[config.mk]
export PLATFORM = sky130hd
export DESIGN_NAME = synth_divider_chain
export DESIGN_NICKNAME = d
export VERILOG_FILES = /design/src/rtl/synth_div_pkg.sv /design/src/rtl/band_select.sv /design/src/rtl/tick_divider.sv /design/src/rtl/synth_divider_chain.sv
export SDC_FILE = /design/constraint.sdc
export NUM_CORES = 1
export LEC_CHECK = 0
export ABC_CLOCK_PERIOD_IN_PS = 4000
export CAP_MARGIN = 20
export CORE_UTILIZATION = 50
export DETAILED_ROUTE_END_ITERATION = 7
export PLACE_DENSITY = 0.76
export SYNTH_ARGS = -nofsm -noshare
export SYNTH_HDL_FRONTEND = slang
export SYNTH_SLANG_ARGS = --single-unit
[constraint.sdc]
create_clock -name clk -period 4 [get_ports clk]
set_input_delay 1.2 -clock clk [delete_from_list [all_inputs] [get_ports clk]]
set_output_delay 1.2 -clock clk [all_outputs]
set_load 0.03 [all_outputs]
[src/rtl/synth_div_pkg.sv]
package synth_div_pkg;

    localparam int DIV_W      = 16;
    localparam int COARSE_LSB = 4;
    localparam int CNT_W      = DIV_W + 1;
    localparam int REF_W      = 7;
    localparam int CODE_W     = 4;

    localparam logic [DIV_W-1:0]            WIDE_MIN   = 16'd272;
    localparam logic [DIV_W-COARSE_LSB-1:0] COARSE_MIN = 12'd4;

    typedef enum logic [1:0] {
        BAND_COARSE = 2'd0,
        BAND_FINE   = 2'd1,
        BAND_HIGH   = 2'd2
    } band_e;

    function automatic band_e band_decode(input logic hi, input logic fine);
        if (hi)
            return BAND_HIGH;
        else if (fine)
            return BAND_FINE;
        return BAND_COARSE;
    endfunction

    // Crystal ticks per reference pulse; inhibit codes return a harmless value.
    function automatic logic [REF_W-1:0] ref_ratio(input logic [CODE_W-1:0] code);
        logic [REF_W-1:0] r;
        case (code)
            4'd4:              r = 7'd6;
            4'd5:              r = 7'd12;
            4'd6, 4'd7:        r = 7'd24;
            4'd8, 4'd9, 4'd10: r = 7'd15;
            4'd11:             r = 7'd75;
            4'd12:             r = 7'd25;
            4'd13:             r = 7'd5;
            default:           r = 7'd3;
        endcase
        return r;
    endfunction

    function automatic logic [CNT_W-1:0] var_ratio(input logic [DIV_W-1:0] word,
                                                   input band_e band);
        logic [CNT_W-1:0]            full;
        logic [DIV_W-COARSE_LSB-1:0] upper;
        logic [CNT_W-1:0]            coarse;
        full   = (word < WIDE_MIN) ? CNT_W'(WIDE_MIN) : CNT_W'(word);
        upper  = word[DIV_W-1:COARSE_LSB];
        coarse = (upper < COARSE_MIN) ? CNT_W'(COARSE_MIN) : CNT_W'(upper);
        case (band)
            BAND_HIGH: return full << 1;
            BAND_FINE: return full;
            default:   return coarse;
        endcase
    endfunction

endpackage

[src/rtl/band_select.sv]
module band_select
    import synth_div_pkg::*;
(
    input  logic             hi_band,
    input  logic             fine_step,
    input  logic [DIV_W-1:0] div_word,
    input  logic             rfh_tick,
    input  logic             rfl_tick,
    output logic             sel_tick,
    output logic [CNT_W-1:0] sel_ratio
);
    band_e band;

    always_comb begin
        band      = band_decode(hi_band, fine_step);
        sel_tick  = (band == BAND_HIGH) ? rfh_tick : rfl_tick;
        sel_ratio = var_ratio(div_word, band);
    end
endmodule

[src/rtl/tick_divider.sv]
module tick_divider #(
    parameter int W = 8
) (
    input  logic         clk,
    input  logic         rst,
    input  logic         hold,
    input  logic         tick,
    input  logic [W-1:0] ratio,
    output logic         pulse
);
    logic [W-1:0] remain;

    // remain == 0 means the next tick ends a period; the new ratio is taken there.
    always_ff @(posedge clk) begin
        if (rst || hold) begin
            remain <= '0;
            pulse  <= 1'b0;
        end else begin
            pulse <= 1'b0;
            if (tick) begin
                if (remain == '0) begin
                    pulse  <= 1'b1;
                    remain <= ratio - 1'b1;
                end else begin
                    remain <= remain - 1'b1;
                end
            end
        end
    end
endmodule

[src/rtl/synth_divider_chain.sv]
module synth_divider_chain
    import synth_div_pkg::*;
(
    input  logic              clk,
    input  logic              rst,
    input  logic [DIV_W-1:0]  div_word,
    input  logic              hi_band,
    input  logic              fine_step,
    input  logic [CODE_W-1:0] ref_code,
    input  logic              xtal_tick,
    input  logic              rfh_tick,
    input  logic              rfl_tick,
    output logic              ref_pulse,
    output logic              var_pulse,
    output logic              inhibit,
    output logic              xtal_halt
);
    logic             stop_now;
    logic             halt_now;
    logic             var_tick;
    logic [CNT_W-1:0] var_len;
    logic [REF_W-1:0] ref_len;

    always_comb begin
        stop_now = &ref_code[CODE_W-1:1];
        halt_now = stop_now & ~ref_code[0];
        ref_len  = ref_ratio(ref_code);
    end

    always_ff @(posedge clk) begin
        if (rst) begin
            inhibit   <= 1'b0;
            xtal_halt <= 1'b0;
        end else begin
            inhibit   <= stop_now;
            xtal_halt <= halt_now;
        end
    end

    band_select u_band (
        .hi_band   (hi_band),
        .fine_step (fine_step),
        .div_word  (div_word),
        .rfh_tick  (rfh_tick),
        .rfl_tick  (rfl_tick),
        .sel_tick  (var_tick),
        .sel_ratio (var_len)
    );

    tick_divider #(.W(REF_W)) u_ref_div (
        .clk   (clk),
        .rst   (rst),
        .hold  (stop_now),
        .tick  (xtal_tick),
        .ratio (ref_len),
        .pulse (ref_pulse)
    );

    tick_divider #(.W(CNT_W)) u_var_div (
        .clk   (clk),
        .rst   (rst),
        .hold  (stop_now),
        .tick  (var_tick),
        .ratio (var_len),
        .pulse (var_pulse)
    );
endmodule

# ---- Yosys cells after proc, flatten, opt, wreduce, memory -nomap -nowiden
# Memory sizes are Yosys's and may differ from the RTL's.
# Cells that the tools add are included.
dict set report totals {
  regBits 28
  wordCells 38
  n_memories 1
  romBits 96
  in_bits 27
}
dict set report classes {
  n_lt_le_gt_ge 2
  eq_ne 2
  n_reduce_logical 6
  bitwise_logic 4
  n_addsub 4
  n_mux 13
}
# name depth width rd rd_clocked_by_memory_dff write_ports line_no
set memory_table {}
lappend memory_table {{(name not given)} 16 6 1 0 0 synth_div_pkg.sv:29} ;# case (code)
# cell count
set ops {}
lappend ops {{$pmux W17 S2} 1}
lappend ops {{$sub A17 B1 Y17 const B} 2}
lappend ops {{$logic_not A17 Y1} 1}
lappend ops {{$mux W17} 1}
lappend ops {{$lt A16 B9 Y1 const B} 1}
lappend ops {{$mux W16} 1}
lappend ops {{$sub A7 B1 Y7 const B} 2}
lappend ops {{$lt A12 B3 Y1 const B} 1}
lappend ops {{$mux W12} 1}
lappend ops {{$logic_not A7 Y1} 1}
lappend ops {{$mux W7} 1}
lappend ops {{$mux W2} 3}
lappend ops {{$mux W1} 5}
lappend ops {{$reduce_or A2 Y1} 2}
lappend ops {{$not A1 Y1} 3}
lappend ops {{$reduce_and A3 Y1} 1}
lappend ops {{$eq A2 B1 Y1 const B} 1}
lappend ops {{$eq A2 B2 Y1 const B} 1}
lappend ops {{$and A1 B1 Y1} 1}
lappend ops {{$logic_or A1 B1 Y1} 1}

# ---- Depth between registers and ports, before layout
dict set report logic_depth {
  word_depth 7
  ltp_mapped 12
  mapped_depth_nobuf 9
}

# ---- By module
# A second synthesis with hierarchy kept.
dict set report hier_totals {
  hier_cells 333
  hier_area_um2 2566.2
}
# mod n_inst seq_area_each_um2 cells_each area_per_inst_um2
set modules_own_cells {}
lappend modules_own_cells {{tick_divider (u_var_div)} 1 360.3 179 1401.3}
lappend modules_own_cells {{tick_divider (u_ref_div)} 1 160.2 65 535.5}
lappend modules_own_cells {band_select 1 0.0 68 470.5}
lappend modules_own_cells {synth_divider_chain 1 40.0 21 158.9}

# ---- Worst setup path after synthesis
# No wires, ideal clock.
dict set report synth_path {
  kind {input to register}
  startpoint {input port div_word[6]}
  endpoint {register u_var_div.remain[14]}
  setup_slack_ns 0.760
  path_stages 10
  required_time_ns 3.914
  n_path_buf 1
  arrival_ns 3.155
  path_cell_list {o41ai_4 > nand3_1 > a32o_1 > a21oi_2 > ha_1 > and4_1 > buf_2 > nand4_1 > xnor2_1 > a211oi_1}
}
dict set report synth_via {
  elab_chain_cells 5
}
# element line_no
set synth_rtl {}
lappend synth_rtl {{from (decl)} synth_divider_chain.sv:6} ;# input logic [DIV_W-1:0] div_word,
lappend synth_rtl {{$lt A16 B9 Y1 / $lt A12 B3 Y1 (equally long branches)} {synth_div_pkg.sv:47, synth_div_pkg.sv:49}}
lappend synth_rtl {{$mux W16 / $mux W12 (equally long branches)} {synth_div_pkg.sv:47, synth_div_pkg.sv:49}}
lappend synth_rtl {{$pmux W17 S2 *} synth_div_pkg.sv:50} ;# case (band)
lappend synth_rtl {{$sub A17 B1 Y17 *} tick_divider.sv:23} ;# remain <= ratio - 1'b1;
lappend synth_rtl {{$mux W17 *} tick_divider.sv:21} ;# if (remain == '0) begin
lappend synth_rtl {{to (signal assigned)} tick_divider.sv:23}
lappend synth_rtl {{to (signal assigned)} tick_divider.sv:25} ;# remain <= remain - 1'b1;
lappend synth_rtl {{to (decl)} tick_divider.sv:11} ;# logic [W-1:0] remain;
# Every way passes the cells marked *; elsewhere a longest branch is shown, timed or not.
# A chain may end at the register's enable or synchronous reset.

# ---- Worst setup path after layout
dict set report layout_path {
  startpoint {input port div_word[11]}
  endpoint {register u_var_div.remain[14]}
}
# Same word-level chain as after synthesis.

==> impl_metrics.csv <==
group,metric,value,unit
yosys,synth-seq-cells,28,
worst_setup_path,crit_path_cell_trace,"clkdlybuf4s50_1 > or4_4 > o311ai_1 > nand3_1 > o22a_1 > nor4_1 > nand4_1 > xnor2_1 > a211oi_1",
global_routing,grt_antenna_before_repair,0,
floorplanning,dieWidth,67.9,µm
global_routing,grt.overflow.total,0,
sta,fin_worst_skew,0.00642,ns
cts,htreeDepth,1,
routing,drc,0,
sta,max_slew_margin,58.6,%
final_layout,fin_nets,357,
yosys,ys_seq_area_share,25.8,%
worst_setup_path,cp_slowest_cell,"or4_4",
cts,ctsResizeCount,0,
yosys,syn_nets,315,
power,power.density,682,nW/µm²
final_layout,stdcell_area,2670,µm²
sta,max_freq,0.269,GHz
floorplanning,ios,31,
placed_design,place_inst,373,
worst_setup_path,cp_max_fo,5,
cts,clockBufferDepth,2,
final_layout,final_cell_mix,"nand2_1, nor2_1, clkdlybuf4s50_1, dfxtp_1, buf_4",
routing,drt_wl_total,6160,µm
cts,clkSinkCount,28,
routing,wl_per_cell,16.4,µm
hold_path,hp-start,"u_var_div.remain[2]",
cts,post_cts_buffers,0,
global_routing,grt_pass1_wl,9790,µm
hold_path,hp-class,"reg -> reg",
yosys,ys.flop_type,"dfxtp_1",
hold_path,hold_depth,2,
routing,ant_nets,0,
final_layout,area_growth_syn_to_layout,23.0,%
yosys,async_reset_ff_share,0,%
floorplanning,die_h,67.9,µm
cts,clock-root-buffer,"clkbuf_8",
routing,vias,2372,
final_layout,final_core_util,65.4,%
power,vdd_drop_max,0.000493,V
cts,cts_inserted_buffers,3,
sta,drv_slew,0,
placed_design,portBuffers,30,
cts,cts_hold_buf,0,
hold_path,holdPathEnd,"u_var_div.remain[2]",
power,power.total,1.82,mW
sta,grt_setup_unrepaired,"false",
global_routing,grt_pass1_vias,2056,
final_layout,diodes,0,
sta,setup_viol,0,
routing,first_pass_iters,7,
final_layout,final_cell_count_no_fill,376,
sta,period_minus_slack,3.72,ns
cts,clock_latency,0.27,ns
worst_setup_path,crit_path_start_kind,"input pin",
global_routing,grt_max_degree,26,
yosys,ys_warn_count,0,
worst_setup_path,worstPathRequired,4.19,ns
placed_design,dp_hpwl,4700,µm
worst_setup_path,regToRegSetupSlack,1.16,ns
cts,clkTransAtPathRegs,0.09,ns
placed_design,dpl_cell_area,2630,µm²
global_routing,grt_usage,27.8,%
floorplanning,start_util,53.2,%
yosys,post_synth_instance_area,2170,µm²
sta,tns,0,ns
final_layout,layout_commonest_cell,"nand2_1",
cts,cts_tree,"built",
worst_setup_path,cp.arrival,3.91,ns
yosys,ys_types,63,
worst_setup_path,cpPeakStageDelay,0.57,ns
routing,drtIter0Drc,282,
power,power_leakage,1.02,nW
yosys,synth_edf_count,0,
routing,viasPerCell,6.31,
yosys,synth_area_per_cell,7.59,µm²
worst_setup_path,worstSetupEndpointType,"flop",
sta,finalHoldViolCount,0,
floorplanning,core,4090,µm²
sta,post-route-period-util,93.0,%
floorplanning,rows,23,
worst_setup_path,reg2regPathDepth,10,
worst_setup_path,reg2reg_from,"u_var_div.remain[4]",
status,status,"completed",
flow_run,drv_cap,0,
worst_setup_path,worstReg2RegEnd,"u_var_div.remain[6]",
worst_setup_path,critPathKind,"in -> reg",
sta,tightestPinTransition,0.613,ns
yosys,synthCells,286,
final_layout,layout-drive-gt1-share,12.0,%
floorplanning,fp.dieArea,4610,µm²
placed_design,globalplace.congestion,0.965,
[cell families (layout without fill, tap and decap cells)]
group	Yosys count	count (layout)	synth area share (%)
and+or+nand+nor	129	129	31.6
AOI/OAI and AO/OA	82	82	26.4
DFF	28	28	25.8
buffers and inverters	21	61	4.61
muxes	13	13	6.05
xor gates and xnor gates	11	11	4.44
adders and majority gates	2	2	1.15
[how the worst max path moves through the flow]
stage,startpoint,end,slack (ns)
after floorplan,div_word[6],u_var_div.remain[14],0.76
after global placement,div_word[15],u_var_div.remain[15],0.14
after detailed placement,div_word[11],u_var_div.remain[14],0.09
after CTS,div_word[11],u_var_div.remain[14],0.37
after global routing,div_word[11],u_var_div.remain[14],0.12
final,div_word[11],u_var_div.remain[14],0.28
[worst max-delay path: cells and delay by family]
| family | cells | cell delay [ns] |
|---|---|---|
| AND/OR/NAND/NOR | 4 | 1.27 |
| AO/OA/AOI/OAI | 3 | 0.75 |
| buffers and inverters | 1 | 0.53 |
| XOR/XNOR | 1 | 0.15 |
[metal layers]
metal	GRT usage [%]	share of wire [%]	up-vias
met5	0	0	-
met4	5.99	1.4	0
met3	5.17	7.3	16
met2	42.7	44	101
li1	-	-	1159
met1	40.0	47	1096
[synthesized netlist by cell type, types with 3 or more instances]
cell type  instances  area, µm²
nor2_1            31        116
nor2b_1            6       37.5
xnor2_1            9       78.8
nand4_1            8       50.1
a21oi_1           16       80.1
a211oi_1           6       45.0
nor4_1             6       37.5
mux2i_1           12        120
o211ai_1           3       22.5
nand2b_1           4       25.0
inv_1              4       15.0
nand2_1           32        120
a31oi_1           11       68.8
o21ai_0           10       50.1
dfxtp_1           28        561
nand3_1           11       55.1
nor3_1             7       35.0
clkbuf_1           8       30.0
buf_2              5       25.0
o21ai_1            5       25.0
or3_1              3       18.8
a22oi_1            4       30.0
o22ai_1            3       18.8
[state kept, by name (all words and copies together) (netlist names)]
signal	cells
u_ref_div.remain	7
xtal_halt	1
inhibit	1
u_var_div.pulse	1
u_var_div.remain	17
u_ref_div.pulse	1
[cell type report]
class / instances / area [µm²]
Fill cell: 359 / 1420
Sequential cell: 28 / 561
Tap cell: 50 / 62.6
Timing Repair Buffer: 54 / 480
Inverter: 4 / 15.0
Clock buffer: 3 / 41.3
Multi-Input combinational cell: 237 / 1510
[through the flow]
stage	hold WS (ns)	setup WS, ns
2_1_floorplan	0.441	0.760
3_3_place_gp	0.466	0.143
3_5_place_dp	0.482	0.0945
4_1_cts	0.493	0.367
5_1_grt	0.512	0.116
6_report	0.495	0.279
[power breakdown]
group          internal [mW]  total, mW  switching (mW)
Clock                 0.0676      0.149          0.0814
Sequential             0.369      0.455          0.0857
Combinational          0.526       1.22           0.691
Total                  0.962       1.82           0.858
(Power assumes the default switching activity.)
